==> config.mk <==
export PLATFORM = sky130hd
export DESIGN_NAME = sram16_bridge
export DESIGN_NICKNAME = d
export VERILOG_FILES = /design/src/rtl/sram16_bridge_pkg.sv /design/src/rtl/sbr_addr_map.sv /design/src/rtl/sbr_wait_timer.sv /design/src/rtl/sbr_seq.sv /design/src/rtl/sbr_pin_ctrl.sv /design/src/rtl/sram16_bridge.sv
export SDC_FILE = /design/constraint.sdc
export NUM_CORES = 1
export LEC_CHECK = 0
export BUFFER_PORTS_ARGS = -buffer_cell sky130_fd_sc_hd__buf_2
export CAP_MARGIN = 20
export CORE_MARGIN = 10
export CORE_UTILIZATION = 45
export DETAILED_ROUTE_END_ITERATION = 16
export PLACE_DENSITY = 0.76
export SLEW_MARGIN = 25
export SYNTH_ARGS = -nofsm -noshare
export SYNTH_HDL_FRONTEND = slang
export SYNTH_SLANG_ARGS = --single-unit
==> constraint.sdc <==
create_clock -name clk -period 2.6 [get_ports clk]
set_clock_uncertainty 0.2 [all_clocks]
set_input_delay 0.13 -clock clk [delete_from_list [all_inputs] [get_ports clk]]
set_output_delay 0.13 -clock clk [all_outputs]
set_load 0.005 [all_outputs]
==> src/rtl/sram16_bridge_pkg.sv <==
// Package: shared types for the byte-to-word SRAM bridge.
// Assumes a 16-bit memory split into two 8-bit lanes.
package sram16_bridge_pkg;
    localparam int SBR_LANES  = 2;
    localparam int SBR_LANE_W = 8;
    localparam int SBR_DATA_W = SBR_LANES * SBR_LANE_W;

    typedef enum logic [1:0] {
        ST_IDLE    = 2'd0,
        ST_STROBE  = 2'd1,
        ST_RECOVER = 2'd2,
        ST_ACK     = 2'd3
    } sbr_state_e;

    typedef struct packed {
        logic                  we;
        logic [SBR_LANES-1:0]  lane_n;
        logic [SBR_DATA_W-1:0] wdat;
    } sbr_req_t;
endpackage

==> src/rtl/sbr_addr_map.sv <==
// Module: sbr_addr_map
// Turns a host byte address into a memory word address by dropping bit 0,
// and turns host byte selects into active-low lane enables.
// Assumes byte selects already sit on the lanes the host data occupies.
module sbr_addr_map #(
    parameter int HOST_AW = 21,
    localparam int WORD_AW = HOST_AW - 1,
    parameter int LANES   = 2
) (
    input  logic [HOST_AW-1:1] byte_adr_hi,
    input  logic [LANES-1:0]   byte_sel,
    output logic [WORD_AW-1:0] word_adr,
    output logic [LANES-1:0]   lane_en_n
);
    // word address: host bit 1 lands on memory bit 0, and so on upward
    assign word_adr = byte_adr_hi;

    // one active-low enable per lane
    for (genvar g = 0; g < LANES; g++) begin : g_lane
        assign lane_en_n[g] = ~byte_sel[g];
    end
endmodule

==> src/rtl/sbr_wait_timer.sv <==
// Module: sbr_wait_timer
// Counts the strobe cycles of one access. Load sets the count so that
// done rises after WAIT_CYCLES cycles. Assumes WAIT_CYCLES >= 1.
module sbr_wait_timer #(
    parameter int WAIT_CYCLES = 2
) (
    input  logic clk,
    input  logic rst_n,
    input  logic load,
    output logic done
);
    localparam int CW = (WAIT_CYCLES < 2) ? 1 : $clog2(WAIT_CYCLES);

    logic [CW-1:0] cnt_q;

    // reload on a new access, otherwise count down to zero
    always_ff @(posedge clk) begin
        if (!rst_n) begin
            cnt_q <= '0;
        end else if (load) begin
            cnt_q <= CW'(WAIT_CYCLES - 1);
        end else if (cnt_q != '0) begin
            cnt_q <= cnt_q - 1'b1;
        end
    end

    assign done = (cnt_q == '0);
endmodule

==> src/rtl/sbr_seq.sv <==
// Module: sbr_seq
// Access sequencer: idle, strobe for the timer period, one recovery
// cycle, one acknowledge cycle. Accepts a request only when idle.
module sbr_seq
    import sram16_bridge_pkg::*;
(
    input  logic       clk,
    input  logic       rst_n,
    input  logic       req,
    input  logic       timer_done,
    output sbr_state_e state_q,
    output sbr_state_e state_d,
    output logic       accept
);
    assign accept = (state_q == ST_IDLE) && req;

    // next-state decode
    always_comb begin
        state_d = state_q;
        unique case (state_q)
            ST_IDLE:    if (req) state_d = ST_STROBE;
            ST_STROBE:  if (timer_done) state_d = ST_RECOVER;
            ST_RECOVER: state_d = ST_ACK;
            ST_ACK:     state_d = ST_IDLE;
            default:    state_d = ST_IDLE;
        endcase
    end

    // state register
    always_ff @(posedge clk) begin
        if (!rst_n) state_q <= ST_IDLE;
        else        state_q <= state_d;
    end

    a_r8_no_start_from_ack: assert property (@(posedge clk) disable iff (!rst_n)
        (state_q == ST_ACK) |=> (state_q == ST_IDLE));
endmodule

==> src/rtl/sbr_pin_ctrl.sv <==
// Module: sbr_pin_ctrl
// Registers every memory pin and the host acknowledge and read data from
// the sequencer's next state. It latches the request at acceptance.
// Assumes the request fields are valid in the accepting cycle.
module sbr_pin_ctrl
    import sram16_bridge_pkg::*;
#(
    parameter int WORD_AW = 20
) (
    input  logic                  clk,
    input  logic                  rst_n,
    input  sbr_state_e            state_q,
    input  sbr_state_e            state_d,
    input  logic                  accept,
    input  sbr_req_t              req_in,
    input  logic [WORD_AW-1:0]    word_adr,
    input  logic [SBR_DATA_W-1:0] dq_in,
    output logic [WORD_AW-1:0]    mem_addr,
    output logic                  mem_ce_n,
    output logic                  mem_we_n,
    output logic                  mem_oe_n,
    output logic [SBR_LANES-1:0]  mem_lane_n,
    output logic [SBR_DATA_W-1:0] mem_dq_out,
    output logic                  mem_dq_drive,
    output logic [SBR_DATA_W-1:0] rdat,
    output logic                  ack
);
    sbr_req_t req_q;
    sbr_req_t cur;
    logic     active_d;
    logic     strobe_d;
    logic     capture;

    assign cur      = accept ? req_in : req_q;
    assign active_d = (state_d == ST_STROBE) || (state_d == ST_RECOVER);
    assign strobe_d = (state_d == ST_STROBE);
    assign capture  = (state_q == ST_STROBE) && (state_d == ST_RECOVER) && !req_q.we;

    // hold the accepted request for the whole access
    always_ff @(posedge clk) begin
        if (!rst_n)      req_q <= '{we: 1'b0, lane_n: '1, wdat: '0};
        else if (accept) req_q <= req_in;
    end

    // address and write data: load at acceptance, held until the next one
    always_ff @(posedge clk) begin
        if (!rst_n) begin
            mem_addr   <= '0;
            mem_dq_out <= '0;
        end else if (accept) begin
            mem_addr   <= word_adr;
            mem_dq_out <= req_in.wdat;
        end
    end

    // strobes, lane enables and bus drive follow the next state
    always_ff @(posedge clk) begin
        if (!rst_n) begin
            mem_ce_n     <= 1'b1;
            mem_we_n     <= 1'b1;
            mem_oe_n     <= 1'b1;
            mem_lane_n   <= '1;
            mem_dq_drive <= 1'b0;
        end else begin
            mem_ce_n     <= !active_d;
            mem_we_n     <= !(strobe_d && cur.we);
            mem_oe_n     <= !(strobe_d && !cur.we);
            mem_lane_n   <= active_d ? cur.lane_n : '1;
            mem_dq_drive <= strobe_d && cur.we;
        end
    end

    // read capture at the end of the last strobe cycle, acknowledge pulse
    always_ff @(posedge clk) begin
        if (!rst_n) begin
            rdat <= '0;
            ack  <= 1'b0;
        end else begin
            if (capture) rdat <= dq_in;
            ack <= (state_d == ST_ACK);
        end
    end

    a_r1_addr_held: assert property (@(posedge clk) disable iff (!rst_n)
        (!mem_ce_n && !$past(mem_ce_n)) |-> $stable(mem_addr));
    a_r5_drive_only_with_we: assert property (@(posedge clk) disable iff (!rst_n)
        mem_dq_drive |-> (!mem_we_n && mem_oe_n));
    a_r4_no_drive_on_read: assert property (@(posedge clk) disable iff (!rst_n)
        !mem_oe_n |-> (!mem_dq_drive && mem_we_n));
    a_r7_we_release_holds: assert property (@(posedge clk) disable iff (!rst_n)
        (!mem_ce_n && $rose(mem_we_n)) |-> ($stable(mem_addr) && $stable(mem_dq_out)));
    a_r2_lanes_idle: assert property (@(posedge clk) disable iff (!rst_n)
        mem_ce_n |-> (mem_lane_n == '1));
endmodule

==> src/rtl/sram16_bridge.sv <==
// Module: sram16_bridge (top)
// Bridges a byte-addressed classic host to a 16-bit asynchronous SRAM.
// Assumes single transfers only; the data bus tri-state is in the pad ring.
module sram16_bridge
    import sram16_bridge_pkg::*;
#(
    parameter int HOST_AW     = 21,
    parameter int WAIT_CYCLES = 2,
    localparam int WORD_AW    = HOST_AW - 1
) (
    input  logic                  clk,
    input  logic                  rst_n,
    input  logic                  host_cyc,
    input  logic                  host_stb,
    input  logic                  host_we,
    input  logic [HOST_AW-1:0]    host_adr,
    input  logic [SBR_LANES-1:0]  host_sel,
    input  logic [SBR_DATA_W-1:0] host_wdat,
    output logic [SBR_DATA_W-1:0] host_rdat,
    output logic                  host_ack,
    output logic [WORD_AW-1:0]    sram_addr,
    output logic                  sram_ce_n,
    output logic                  sram_we_n,
    output logic                  sram_oe_n,
    output logic                  sram_lb_n,
    output logic                  sram_ub_n,
    output logic [SBR_DATA_W-1:0] sram_dq_out,
    output logic                  sram_dq_drive,
    input  logic [SBR_DATA_W-1:0] sram_dq_in
);
    logic [WORD_AW-1:0]   word_adr;
    logic [SBR_LANES-1:0] lane_en_n;
    logic [SBR_LANES-1:0] mem_lane_n;
    logic                 req;
    logic                 accept;
    logic                 timer_done;
    sbr_state_e           state_q;
    sbr_state_e           state_d;
    sbr_req_t             req_in;

    assign req    = host_cyc && host_stb;
    assign req_in = '{we: host_we, lane_n: lane_en_n, wdat: host_wdat};

    sbr_addr_map #(.HOST_AW(HOST_AW), .LANES(SBR_LANES)) u_map (
        .byte_adr_hi (host_adr[HOST_AW-1:1]),
        .byte_sel    (host_sel),
        .word_adr    (word_adr),
        .lane_en_n   (lane_en_n)
    );

    sbr_wait_timer #(.WAIT_CYCLES(WAIT_CYCLES)) u_timer (
        .clk   (clk),
        .rst_n (rst_n),
        .load  (accept),
        .done  (timer_done)
    );

    sbr_seq u_seq (
        .clk        (clk),
        .rst_n      (rst_n),
        .req        (req),
        .timer_done (timer_done),
        .state_q    (state_q),
        .state_d    (state_d),
        .accept     (accept)
    );

    sbr_pin_ctrl #(.WORD_AW(WORD_AW)) u_pins (
        .clk          (clk),
        .rst_n        (rst_n),
        .state_q      (state_q),
        .state_d      (state_d),
        .accept       (accept),
        .req_in       (req_in),
        .word_adr     (word_adr),
        .dq_in        (sram_dq_in),
        .mem_addr     (sram_addr),
        .mem_ce_n     (sram_ce_n),
        .mem_we_n     (sram_we_n),
        .mem_oe_n     (sram_oe_n),
        .mem_lane_n   (mem_lane_n),
        .mem_dq_out   (sram_dq_out),
        .mem_dq_drive (sram_dq_drive),
        .rdat         (host_rdat),
        .ack          (host_ack)
    );

    assign sram_lb_n = mem_lane_n[0];
    assign sram_ub_n = mem_lane_n[1];

    a_r7_ack_single: assert property (@(posedge clk) disable iff (!rst_n)
        host_ack |=> !host_ack);
    a_r7_ce_high_on_ack: assert property (@(posedge clk) disable iff (!rst_n)
        host_ack |-> sram_ce_n);
    a_r2_byte_lane_matches_adr: assert property (@(posedge clk) disable iff (!rst_n)
        (req && ($countones(host_sel) == 1)) |-> (host_sel[1] == host_adr[0]));
endmodule

==> results.py <==
metrics = {
    "synth": {
        "synth_edf_count": 0,
        "synth_area_leaders": "dfxtp_1, mux2i_1, nand2_1",
        "synthMuxAreaShare_pct": 21.2,
        "synth_compound_area_share_pct": 1.23,
        "synth_flop_cell": "dfxtp_1",
        "synth_top_cells_by_count": "nand2_1, dfxtp_1, mux2i_1",
        "synthMostInstantiatedCell": "nand2_1",
        "ys_seq_area_share_pct": 45.6,
        "synth_area_per_cell_um2": 9.44,
        "yosysWarnings": 0,
        "yosys.area.top_type": "dfxtp_1",
        "synth_top_cell_area_share_pct": 45.6,
        "synth_fa_ha_area_share_pct": 1.32,
        "synth_xor_area_share_pct": 0,
        "ys_ff_latch": 65,
        "synth_top_family_by_area": "multiplexers",
        "ys_async_sr_fraction_pct": 0,
        "synth_cell_types": 27,
        "synth-simple-area-share_pct": 20.0,
        "netlist_area_mm2": 0.00285,
        "synth_nets": 365,
        "synthCells": 302,
    },
    "floorplanning": {
        "die_w_um": 99.6,
        "io_pins": 119,
        "rows": 28,
        "die_area_mm2": 0.00992,
        "die_h_um": 99.6,
        "floorplan.initialDensity_pct": 47.3,
        "coreArea_mm2": 0.00603,
    },
    "detailed_routing": {
        "drc": 0,
        "vias_per_cell": 4.68,
        "dr.pass1.iters": 4,
        "totalWireLength_um": 7700,
        "first_iter_violations": 65,
        "ant_nets": 0,
        "wl_per_cell_um": 14.5,
        "vias": 2486,
    },
    "layout": {
        "final_nets": 515,
        "n_antenna_cell": 0,
        "fin_util_pct": 67.2,
        "multi_input_area_mm2": 0.00126,
        "regArea_mm2": 0.00130,
        "area_delta_synth_final_pct": 41.9,
        "fill_cells": 495,
        "drive_gt1_share_pct": 30.5,
    },
    "global_route": {
        "grt_overflow": 0,
        "grt_pass1_vias": 2568,
        "grt_max_degree": 72,
        "gr-usage-all-layers_pct": 15.1,
        "grt_pass1_wl_um": 12300,
        "antenna_found_initial": 0,
    },
    "timing": {
        "slew_headroom_pct": 57.3,
        "hold_ws_ns": 0.0624,
        "setup_viol": 0,
        "finalMaxSlewViolations": 0,
        "rsz0062_at_grt": "false",
        "min_period_ns": 2.15,
        "tightestPinTransition_ns": 0.641,
        "final_hold_viol_count": 0,
        "timing.final.crit_share_pct": 82.8,
        "fin_tns_setup_ns": 0,
        "max_freq_mhz": 464,
    },
    "critical_path": {
        "worstSetupPathType": "reg -> reg",
        "path_delay_family": "simple AND/OR/NAND/NOR gates",
        "start_kind": "flip-flop",
        "r2r-end": "u_pins.rdat[11]$_SDFFE_PN0P_",
        "cp.arrival_ns": 2.21,
        "reg2reg_slack_ns": 0.45,
        "cp-end-kind": "flip-flop",
        "crit_cells": 6,
        "crit_slowest_cell": "dfxtp_1",
        "cpPeakStageDelay_ns": 0.51,
        "cp.buffers_inverters": 1,
        "cp_data_required_time_ns": 2.65,
        "crit_fanout": 16,
        "crit_path_cell_trace": "or3b_1 -> nand2_1 -> ha_1 -> and4bb_1 -> buf_4 -> mux2i_1",
        "r2r-start": "u_seq.state_q[0]$_SDFF_PN0_",
        "ff2ff_path_depth": 6,
        "endpoint": "u_pins.rdat[11]$_SDFFE_PN0P_",
        "critPathLaunch": "u_seq.state_q[0]$_SDFF_PN0_",
    },
    "power_and_ir_drop": {
        "ir_drop_uv": 353,
        "p_leak_nw": 1.86,
        "power_density_mw_per_mm2": 576,
    },
    "clock_network": {
        "cts_resized": 0,
        "clock-sinks": 65,
        "numCtsBuffers": 9,
        "cts.clk_slew.worst_paths_ns": 0.07,
        "cts_max_level": 3,
        "cts_setup_buffers": 0,
        "root_buffer": "clkbuf_8",
        "cts_tree": "built",
        "insertion_delay_ns": 0.32,
        "hold_buffers": 55,
        "max-clock-path-buffers": 2,
    },
    "place": {
        "port_buffers": 117,
        "dp_hpwl_um": 4740,
        "gp_congestion": 0.724,
    },
    "run": {
        "maxCapViolCount": 0,
    },
    "run_status": {
        "status": "finished clean",
    },
    "min_path": {
        "min_path_type": "in -> reg",
    },
}
## registers in the layout, indices dropped and copies added (netlist names)
register and cells:
u_seq.state_q 2, u_pins.mem_oe_n 1, u_pins.ack 1, u_pins.mem_addr 20, u_pins.mem_lane_n 2, u_pins.mem_we_n 1, u_pins.req_q 19, u_pins.mem_ce_n 1
u_pins.rdat 16, u_pins.mem_dq_drive 1, u_timer.cnt_q 1
## through the flow
stage / worst slack (ns) / cells / instance area [µm²] / total power [mW]
floorplan: 0.680 / 302 / 2850 / 1.29
global placement: 0.564 / 461 / 3290 / 1.36
detailed placement: 0.491 / 461 / 3290 / 1.37
CTS: 0.459 / 531 / 4050 / 2.36
global route: 0.298 / 531 / 4050 / 2.43
finish: 0.446 / 531 / 4050 / 2.33
## cells by family after synthesis
group,after synthesis
AOI/OAI and AO/OA,5
adders and majority gates,3
buffers and inverters,38
DFF,65
muxes,60
and+or+nand+nor,131
## worst min-delay path: stages
cell and delay (ns):
buf_2 0.10, a21oi_1 0.10, o31ai_1 0.22
## layer usage
layer | routed length (µm) | up-vias | track usage, %
li1 | - | 1260 | -
met1 | 3010 | 1130 | 15.1
met2 | 4000 | 84 | 27.6
met3 | 562 | 12 | 5.54
met4 | 122 | 0 | 6.17
met5 | 0 | - | 0
## layout by cell type (no fill, tap or decap), types with 2 or more instances in the layout
cell           count
buf_2            116
nand2_1          109
dfxtp_1           65
mux2i_1           56
dlygate4sd3_1     55
clkbuf_8          10
nand2b_1           4
mux2_2             4
nand3_1            4
buf_4              4
ha_1               3
a21oi_1            2
and2_1             2
nor3b_1            2
and3b_1            2
nand3b_1           2
clkbuf_1           2
bufinv_16          2
## layout make-up
class	count	share of cell area, %
clock buffers	12	3.59
clock inverters	3	1.61
inverters	1	0.0927
multi-input cells	199	31.1
flip-flops and latches	65	32.1
well taps	75	2.32
repair buffers	176	29.2
## power breakdown
part           switching [mW]  internal, mW  leakage, nW
logic                   0.151         0.190         1.22
registers              0.0273          1.04        0.529
clock network           0.357         0.560        0.106
## how the worst min path moves through the flow
stage	from	to	slack [ns]	cells after the start
floorplan	host_wdat[0]	u_pins.req_q[0]$_SDFFE_PN0P_	0.07	2
global placement	sram_dq_in[11]	u_pins.rdat[11]$_SDFFE_PN0P_	0.18	3
detailed placement	sram_dq_in[12]	u_pins.rdat[12]$_SDFFE_PN0P_	0.18	3
CTS	host_stb	u_seq.state_q[0]$_SDFF_PN0_	0.03	3
global route	host_stb	u_seq.state_q[0]$_SDFF_PN0_	0.06	3
finish	host_stb	u_seq.state_q[0]$_SDFF_PN0_	0.06	3
(Power assumes the default switching activity.)
